--- config.mk ---
export PLATFORM = sky130hd
export DESIGN_NAME = flash_mode_ctrl
export DESIGN_NICKNAME = d
export VERILOG_FILES = /design/src/rtl/flash_mode_pkg.sv /design/src/rtl/flash_mode_decode.sv /design/src/rtl/flash_mode_seq.sv /design/src/rtl/flash_mode_ctrl.sv
export SDC_FILE = /design/constraint.sdc
export NUM_CORES = 1
export LEC_CHECK = 0
export ABC_AREA = 1
export BUFFER_PORTS_ARGS = -buffer_cell sky130_fd_sc_hd__buf_2
export CAP_MARGIN = 0
export CORE_MARGIN = 1
export CORE_UTILIZATION = 51
export CTS_CLUSTER_SIZE = 12
export DETAILED_ROUTE_END_ITERATION = 10
export GPL_TIMING_DRIVEN = 0
export PLACE_DENSITY_LB_ADDON = 0.15
export SETUP_SLACK_MARGIN = 0.3
export SLEW_MARGIN = 10
export SYNTH_ARGS = -nofsm -noshare
export SYNTH_HDL_FRONTEND = slang
export SYNTH_HIERARCHICAL = 1
export SYNTH_SLANG_ARGS = --single-unit
--- constraint.sdc ---
create_clock -name clk -period 1.8 [get_ports clk]
set_input_delay 0.27 -clock clk [delete_from_list [all_inputs] [get_ports clk]]
set_output_delay 0.27 -clock clk [all_outputs]
set_load 0.01 [all_outputs]
--- src/rtl/flash_mode_pkg.sv ---
package flash_mode_pkg;
  typedef enum logic [1:0] {
    OP_PROG       = 2'd0,
    OP_ERASE_PAGE = 2'd1,
    OP_ERASE_ALL  = 2'd2,
    OP_READ       = 2'd3
  } fop_e;

  typedef enum logic [1:0] {
    SQ_IDLE  = 2'd0,
    SQ_ISSUE = 2'd1,
    SQ_WAIT  = 2'd2
  } seq_e;

  localparam logic [1:0] SEL_CTRL    = 2'd0;
  localparam logic [1:0] SEL_ADDR_LO = 2'd1;
  localparam logic [1:0] SEL_ADDR_HI = 2'd2;
  localparam logic [1:0] SEL_DATA    = 2'd3;

  localparam logic [2:0] WM_LATCH = 3'd0;
  localparam logic [2:0] WM_PROG  = 3'd1;
  localparam logic [2:0] WM_ERASE = 3'd2;

  localparam logic [3:0] RM_LATCH  = 4'd0;
  localparam logic [3:0] RM_STREAM = 4'd1;
  localparam logic [3:0] RM_ONCE   = 4'd2;
endpackage

--- src/rtl/flash_mode_decode.sv ---
module flash_mode_decode
  import flash_mode_pkg::*;
#(
  parameter int ADDR_W       = 16,
  parameter int DATA_W       = 8,
  parameter int PAGE_BITS    = 9,
  parameter int SCRATCH_BITS = 7,
  parameter logic [DATA_W-1:0] ERASE_KEY       = 8'hA5,
  parameter logic [ADDR_W-1:0] FULL_ERASE_ADDR = 16'h7DFE
) (
  input  logic [7:0]        ctrl,
  input  logic [ADDR_W-1:0] addr,
  input  logic [DATA_W-1:0] wdata,
  input  logic              data_wr,
  input  logic              data_rd,
  input  logic              busy,
  input  logic              unread,
  output logic              fire,
  output logic              wr_blocked,
  output fop_e              op,
  output logic [ADDR_W-1:0] op_addr
);
  localparam logic [ADDR_W-1:0] PAGE_MASK = ~(ADDR_W'((1 << PAGE_BITS) - 1));

  logic       scratch;
  logic [2:0] wmode;
  logic [3:0] rmode;
  logic       wr_starts;
  logic       full_hit;
  logic [ADDR_W-1:0] scr_addr;

  assign scratch  = ctrl[7];
  assign wmode    = ctrl[6:4];
  assign rmode    = ctrl[3:0];
  assign full_hit = (addr[ADDR_W-1:1] == FULL_ERASE_ADDR[ADDR_W-1:1]);
  assign scr_addr = ADDR_W'(addr[SCRATCH_BITS-1:0]);

  // Would this data write launch a command if the sequencer were free?
  always_comb begin
    wr_starts = 1'b0;
    if (data_wr) begin
      if (wmode == WM_PROG) wr_starts = 1'b1;
      else if (wmode == WM_ERASE && wdata == ERASE_KEY) wr_starts = 1'b1;
    end
  end

  assign wr_blocked = wr_starts && busy;

  always_comb begin
    fire = 1'b0;
    op   = OP_READ;
    if (data_wr) begin
      fire = wr_starts && !busy;
      if (wmode == WM_PROG) op = OP_PROG;
      else op = (!scratch && full_hit) ? OP_ERASE_ALL : OP_ERASE_PAGE;
    end else if (data_rd && !busy) begin
      op = OP_READ;
      if (rmode == RM_STREAM) fire = 1'b1;
      else if (rmode == RM_ONCE) fire = !unread;
    end
  end

  always_comb begin
    case (op)
      OP_ERASE_PAGE: op_addr = scratch ? '0 : (addr & PAGE_MASK);
      OP_ERASE_ALL:  op_addr = '0;
      default:       op_addr = scratch ? scr_addr : addr;
    endcase
  end
endmodule

--- src/rtl/flash_mode_seq.sv ---
module flash_mode_seq
  import flash_mode_pkg::*;
#(
  parameter int ADDR_W = 16,
  parameter int DATA_W = 8
) (
  input  logic              clk,
  input  logic              rst_n,
  input  logic              fire,
  input  fop_e              op_in,
  input  logic [ADDR_W-1:0] addr_in,
  input  logic              scratch_in,
  input  logic [DATA_W-1:0] data_in,
  input  logic              cmd_ready,
  input  logic              done,
  output logic              busy,
  output logic              cmd_valid,
  output fop_e              cmd_op,
  output logic [ADDR_W-1:0] cmd_addr,
  output logic              cmd_scratch,
  output logic [DATA_W-1:0] cmd_data,
  output logic              done_prog,
  output logic              done_read
);
  seq_e state;

  always_ff @(posedge clk) begin
    if (!rst_n) begin
      state       <= SQ_IDLE;
      cmd_op      <= OP_PROG;
      cmd_addr    <= '0;
      cmd_scratch <= 1'b0;
      cmd_data    <= '0;
    end else begin
      case (state)
        SQ_IDLE: if (fire) begin
          state       <= SQ_ISSUE;
          cmd_op      <= op_in;
          cmd_addr    <= addr_in;
          cmd_scratch <= scratch_in;
          cmd_data    <= data_in;
        end
        SQ_ISSUE: if (cmd_ready) state <= SQ_WAIT;
        SQ_WAIT:  if (done) state <= SQ_IDLE;
        default:  state <= SQ_IDLE;
      endcase
    end
  end

  assign busy      = (state != SQ_IDLE);
  assign cmd_valid = (state == SQ_ISSUE);
  assign done_prog = (state == SQ_WAIT) && done && (cmd_op == OP_PROG);
  assign done_read = (state == SQ_WAIT) && done && (cmd_op == OP_READ);
endmodule

--- src/rtl/flash_mode_ctrl.sv ---
module flash_mode_ctrl
  import flash_mode_pkg::*;
#(
  parameter int ADDR_W       = 16,
  parameter int DATA_W       = 8,
  parameter int PAGE_BITS    = 9,
  parameter int SCRATCH_BITS = 7,
  parameter logic [DATA_W-1:0] ERASE_KEY       = 8'hA5,
  parameter logic [ADDR_W-1:0] FULL_ERASE_ADDR = 16'h7DFE
) (
  input  logic              clk,
  input  logic              rst_n,
  input  logic [1:0]        reg_sel,
  input  logic              reg_wr,
  input  logic              reg_rd,
  input  logic [DATA_W-1:0] reg_wdata,
  output logic [DATA_W-1:0] reg_rdata,
  output logic              busy,
  output logic              cmd_valid,
  input  logic              cmd_ready,
  output logic [1:0]        cmd_op,
  output logic              cmd_scratch,
  output logic [ADDR_W-1:0] cmd_addr,
  output logic [DATA_W-1:0] cmd_data,
  input  logic              done,
  input  logic [DATA_W-1:0] done_data
);
  localparam int HI_W = ADDR_W - DATA_W;

  logic [7:0]        ctrl_q;
  logic [ADDR_W-1:0] addr_q;
  logic [DATA_W-1:0] data_q;
  logic              unread_q;

  logic              data_wr, data_rd;
  logic              fire, wr_blocked;
  fop_e              dec_op;
  logic [ADDR_W-1:0] dec_addr;
  fop_e              seq_op;
  logic              done_prog, done_read;

  assign data_wr = reg_wr && (reg_sel == SEL_DATA);
  assign data_rd = reg_rd && (reg_sel == SEL_DATA);

  flash_mode_decode #(
    .ADDR_W(ADDR_W), .DATA_W(DATA_W), .PAGE_BITS(PAGE_BITS),
    .SCRATCH_BITS(SCRATCH_BITS), .ERASE_KEY(ERASE_KEY),
    .FULL_ERASE_ADDR(FULL_ERASE_ADDR)
  ) u_dec (
    .ctrl(ctrl_q), .addr(addr_q), .wdata(reg_wdata),
    .data_wr(data_wr), .data_rd(data_rd), .busy(busy), .unread(unread_q),
    .fire(fire), .wr_blocked(wr_blocked), .op(dec_op), .op_addr(dec_addr)
  );

  flash_mode_seq #(.ADDR_W(ADDR_W), .DATA_W(DATA_W)) u_seq (
    .clk(clk), .rst_n(rst_n), .fire(fire), .op_in(dec_op), .addr_in(dec_addr),
    .scratch_in(ctrl_q[7]), .data_in(reg_wdata), .cmd_ready(cmd_ready),
    .done(done), .busy(busy), .cmd_valid(cmd_valid), .cmd_op(seq_op),
    .cmd_addr(cmd_addr), .cmd_scratch(cmd_scratch), .cmd_data(cmd_data),
    .done_prog(done_prog), .done_read(done_read)
  );

  assign cmd_op = seq_op;

  always_ff @(posedge clk) begin
    if (!rst_n) begin
      ctrl_q   <= '0;
      addr_q   <= '0;
      data_q   <= '0;
      unread_q <= 1'b0;
    end else begin
      if (reg_wr && reg_sel == SEL_CTRL) ctrl_q <= reg_wdata;

      if (done_prog) addr_q <= addr_q + 1'b1;
      else if (reg_wr && reg_sel == SEL_ADDR_LO) addr_q[DATA_W-1:0] <= reg_wdata;
      else if (reg_wr && reg_sel == SEL_ADDR_HI) addr_q[ADDR_W-1:DATA_W] <= HI_W'(reg_wdata);

      if (done_read) data_q <= done_data;
      else if (data_wr && !wr_blocked) data_q <= reg_wdata;

      if (done_read) unread_q <= 1'b1;
      else if (data_rd) unread_q <= 1'b0;
    end
  end

  always_comb begin
    case (reg_sel)
      SEL_CTRL:    reg_rdata = DATA_W'(ctrl_q);
      SEL_ADDR_LO: reg_rdata = addr_q[DATA_W-1:0];
      SEL_ADDR_HI: reg_rdata = DATA_W'(addr_q[ADDR_W-1:DATA_W]);
      default:     reg_rdata = data_q;
    endcase
  end
endmodule

==> results.cfg <==
[floorplan]
io_pins = 61
initial_core_util_pct = 52.56
die_w_um = 85.68
die_h_um = 85.68
core_area_um2 = 6794
die_area_um2 = 7340
row_count = 30

[logic_synthesis]
synth_top_flop_cell = dfxtp_1
synth_area_per_cell_um2 = 6.200
ys_top_cells_by_count = nand2_1, inv_1, nor2_1
synth.area.top_cells = dfxtp_1, nand2_1, inv_1
netlist_area_um2 = 3571
ys_seq_area_share_pct = 34.76
synth_top_family_by_area = simple AND/OR/NAND/NOR gates
synthMuxAreaShare_pct = 0
synth_compound_area_share_pct = 15.28
synthArstFlopShare_pct = 0
synth_cells = 576
synth_seq_cells = 62
synth_area_leader_cell = dfxtp_1
yosysWarnings = 6
yosys.area_share.simple_pct = 36.02
synth_nets = 602
synth-adder-area-share_pct = 0.7008
synth_edf_count = 0
yosys.cell_count.top_type = nand2_1
synth-xor-area-share_pct = 0
yosysUniqueCellTypes = 26
yosysTopAreaCellShare_pct = 34.76

[timing]
fin_ws_ns = -0.02666
rsz0062_at_grt = yes
hold_ws_ns = 0.1829
clock_skew_ns = 0.006852
finalSetupViolations = 6
fmax_mhz = 547.4
tns_ns = -0.08698
slew_headroom_pct = 56.78
drv_slew = 0
tightest_slew_ns = 0.6482
hold_violations = 0
period_needed_ns = 1.827
fin_crit_sh_pct = 101.5

[setup_path]
critPathMaxFanout = 7
end_kind = register
cp-start-kind = register
crit_type = register to register
rr_worst_depth = 13
timing.rr.start = addr_q[10]
arrival_ns = 2.08
worstPathRequired_ns = 2.05
r2r_end = u_seq/cmd_addr[12]
ff2ff_setup_slack_ns = -0.03

[worst_hold_path]
hold_path_depth = 3
whs_endpoint = data_q[1]
hold_class = input pin to register
min-delay-start = done_data[1]

[routing]
drc = 0
totalWireLength_mm = 12.43
drt_iter0_markers = 341
ant_nets = 0
wl_per_cell_um = 15.85
viasPerCell = 5.666
vias = 4442
dr.pass1.iters = 7

[pwr]
p_int_mw = 2.266
pwr_density_cell_nw_per_um2 = 628.2
ir_drop_mv = 0.6299
p_seq_share_pct = 45.1
p_clk_share_pct = 39.8
power.total_mw = 3.202
switching_share_pct = 29.22
power_leakage_nw = 2.227
combPwrFrac_pct = 15.1
p_sw_mw = 0.9354

[cells_and_area]
multiInputGateArea_um2 = 2150
seq_area_um2 = 1309
syn_to_final_growth_pct = 42.71
stdcell_count = 784
layout.nets = 709
fillers = 504
diodes = 0
final_util_pct = 75.01
final_area_um2 = 5096
layout-drive-gt1-share_pct = 32.27

[placed_design]
post_dp_cell_area_um2 = 4093
dp_slack_ns = -0.2064
portBuffers = 60
placedCellCount = 732
dp_hpwl_mm = 7.539
gp_congestion = 0.9254

[clocking]
cts-buffers-inserted = 9
ctsHtreeMaxLevel = 3
cts_buffer_depth = 2
cts.sinks = 62
cts_tree = done
cts_root_buf = clkbuf_8
clock_latency_ns = 0.36
path_clk_slew_ns = 0.08

[global_route]
overflow = 0
grt_pass1_vias = 3824
grt_max_degree = 12
grt_pass1_wl_mm = 18.02
globalRouteTotalUtil_pct = 31.61
antenna_found_initial = 0

[status]
violations = negative setup slack
status = complete, but fails checks

[job]
drv_cap = 0
-- sequential cells by signal, indices dropped and copies added (netlist names), 2 cells and up --
name	cells
u_seq/cmd_op	2
ctrl_q	8
data_q	8
addr_q	16
u_seq/cmd_data	8
u_seq/state	2
u_seq/cmd_addr	16
-- worst max path at each step --
stage	from	to	slack, ns	cells after the start
final	addr_q[10]	u_seq/cmd_addr[12]	-0.03	13
after global routing	ctrl_q[7]	u_seq/cmd_addr[10]	-0.15	14
after CTS	ctrl_q[7]	u_seq/cmd_addr[13]	0.03	14
after detailed placement	u_seq/state[0]	data_q[5]	-0.21	7
after global placement	reg_sel[0]	u_seq/cmd_addr[9]	-0.17	12
after floorplan	ctrl_q[7]	u_seq/cmd_addr[9]	0.14	14
-- cell usage in the layout, fill, tap and decap left out, drive strengths merged --
| cell type | n |
|---|---|
| nand4 | 6 |
| o21ai | 18 |
| dfxtp | 62 |
| o2111ai | 5 |
| bufinv | 1 |
| nor2 | 83 |
| buf | 109 |
| inv | 89 |
| nand3b | 3 |
| nor3 | 3 |
| a31oi | 13 |
| clkinvlp | 1 |
| ha | 2 |
| clkbuf | 19 |
| clkinv | 4 |
| a21oi | 49 |
| nand3 | 66 |
| o22ai | 13 |
| nand2 | 142 |
-- cell families (layout without fill, tap and decap cells) --
group                    Yosys count  in the layout
AO/OA/AOI/OAI                     98             98
adder cells (fa/ha/maj)            2              2
buffers and inverters            111            223
flip-flops                        62             62
AND/OR/NAND/NOR                  303            303
-- final cells by class --
class | count | area share, %
repair buffers | 95 | 14.14
clock inverters | 4 | 0.9330
flip-flops and latches | 62 | 25.68
repair inverters | 1 | 0.1228
plain buffers | 21 | 4.444
multi-input cells | 403 | 42.18
inverters | 90 | 7.292
well taps | 96 | 2.357
clock buffers | 12 | 2.848
-- worst max-delay path, cell delays in order (launching register included) --
cell and delay, ns:
dfxtp_4 0.39, nand4_1 0.12, nor2_2 0.14, nand3_1 0.11
nand2_2 0.09, inv_2 0.05, ha_4 0.23, buf_6 0.13
nor2_4 0.16, nor2_1 0.07, inv_1 0.06, nand3_1 0.06
nand2_1 0.06, nor2_1 0.04
-- per-layer routing --
metal	up-vias	wire (µm)	global-route usage [%]
met5	-	0	0
met4	0	536	13.94
met3	59	1103	6.352
met2	266	5911	53.02
met1	2034	4876	39.39
li1	2083	-	-
-- repair_timing --
item / 4_1_cts / 5_1_grt
endpoints found under the setup margin: 61 / 62
hold endpoints to repair: 0 / 0
resized for setup: 49 / 86
buffers inserted: 17 / 11
pin swaps: 7 / 33
gates cloned: 2 / 6
hold buffers: 0 / 0
-- power groups by stage --
stage | combinational [mW] | sequential [mW] | clock, mW
2_1_floorplan | 0.234 | 1.49 | 0
3_3_place_gp | 0.362 | 1.49 | 0
3_5_place_dp | 0.367 | 1.49 | 0
4_1_cts | 0.414 | 1.44 | 1.25
5_1_grt | 0.524 | 1.45 | 1.33
6_report | 0.483 | 1.44 | 1.27
Power figures use the tool's default switching activity.
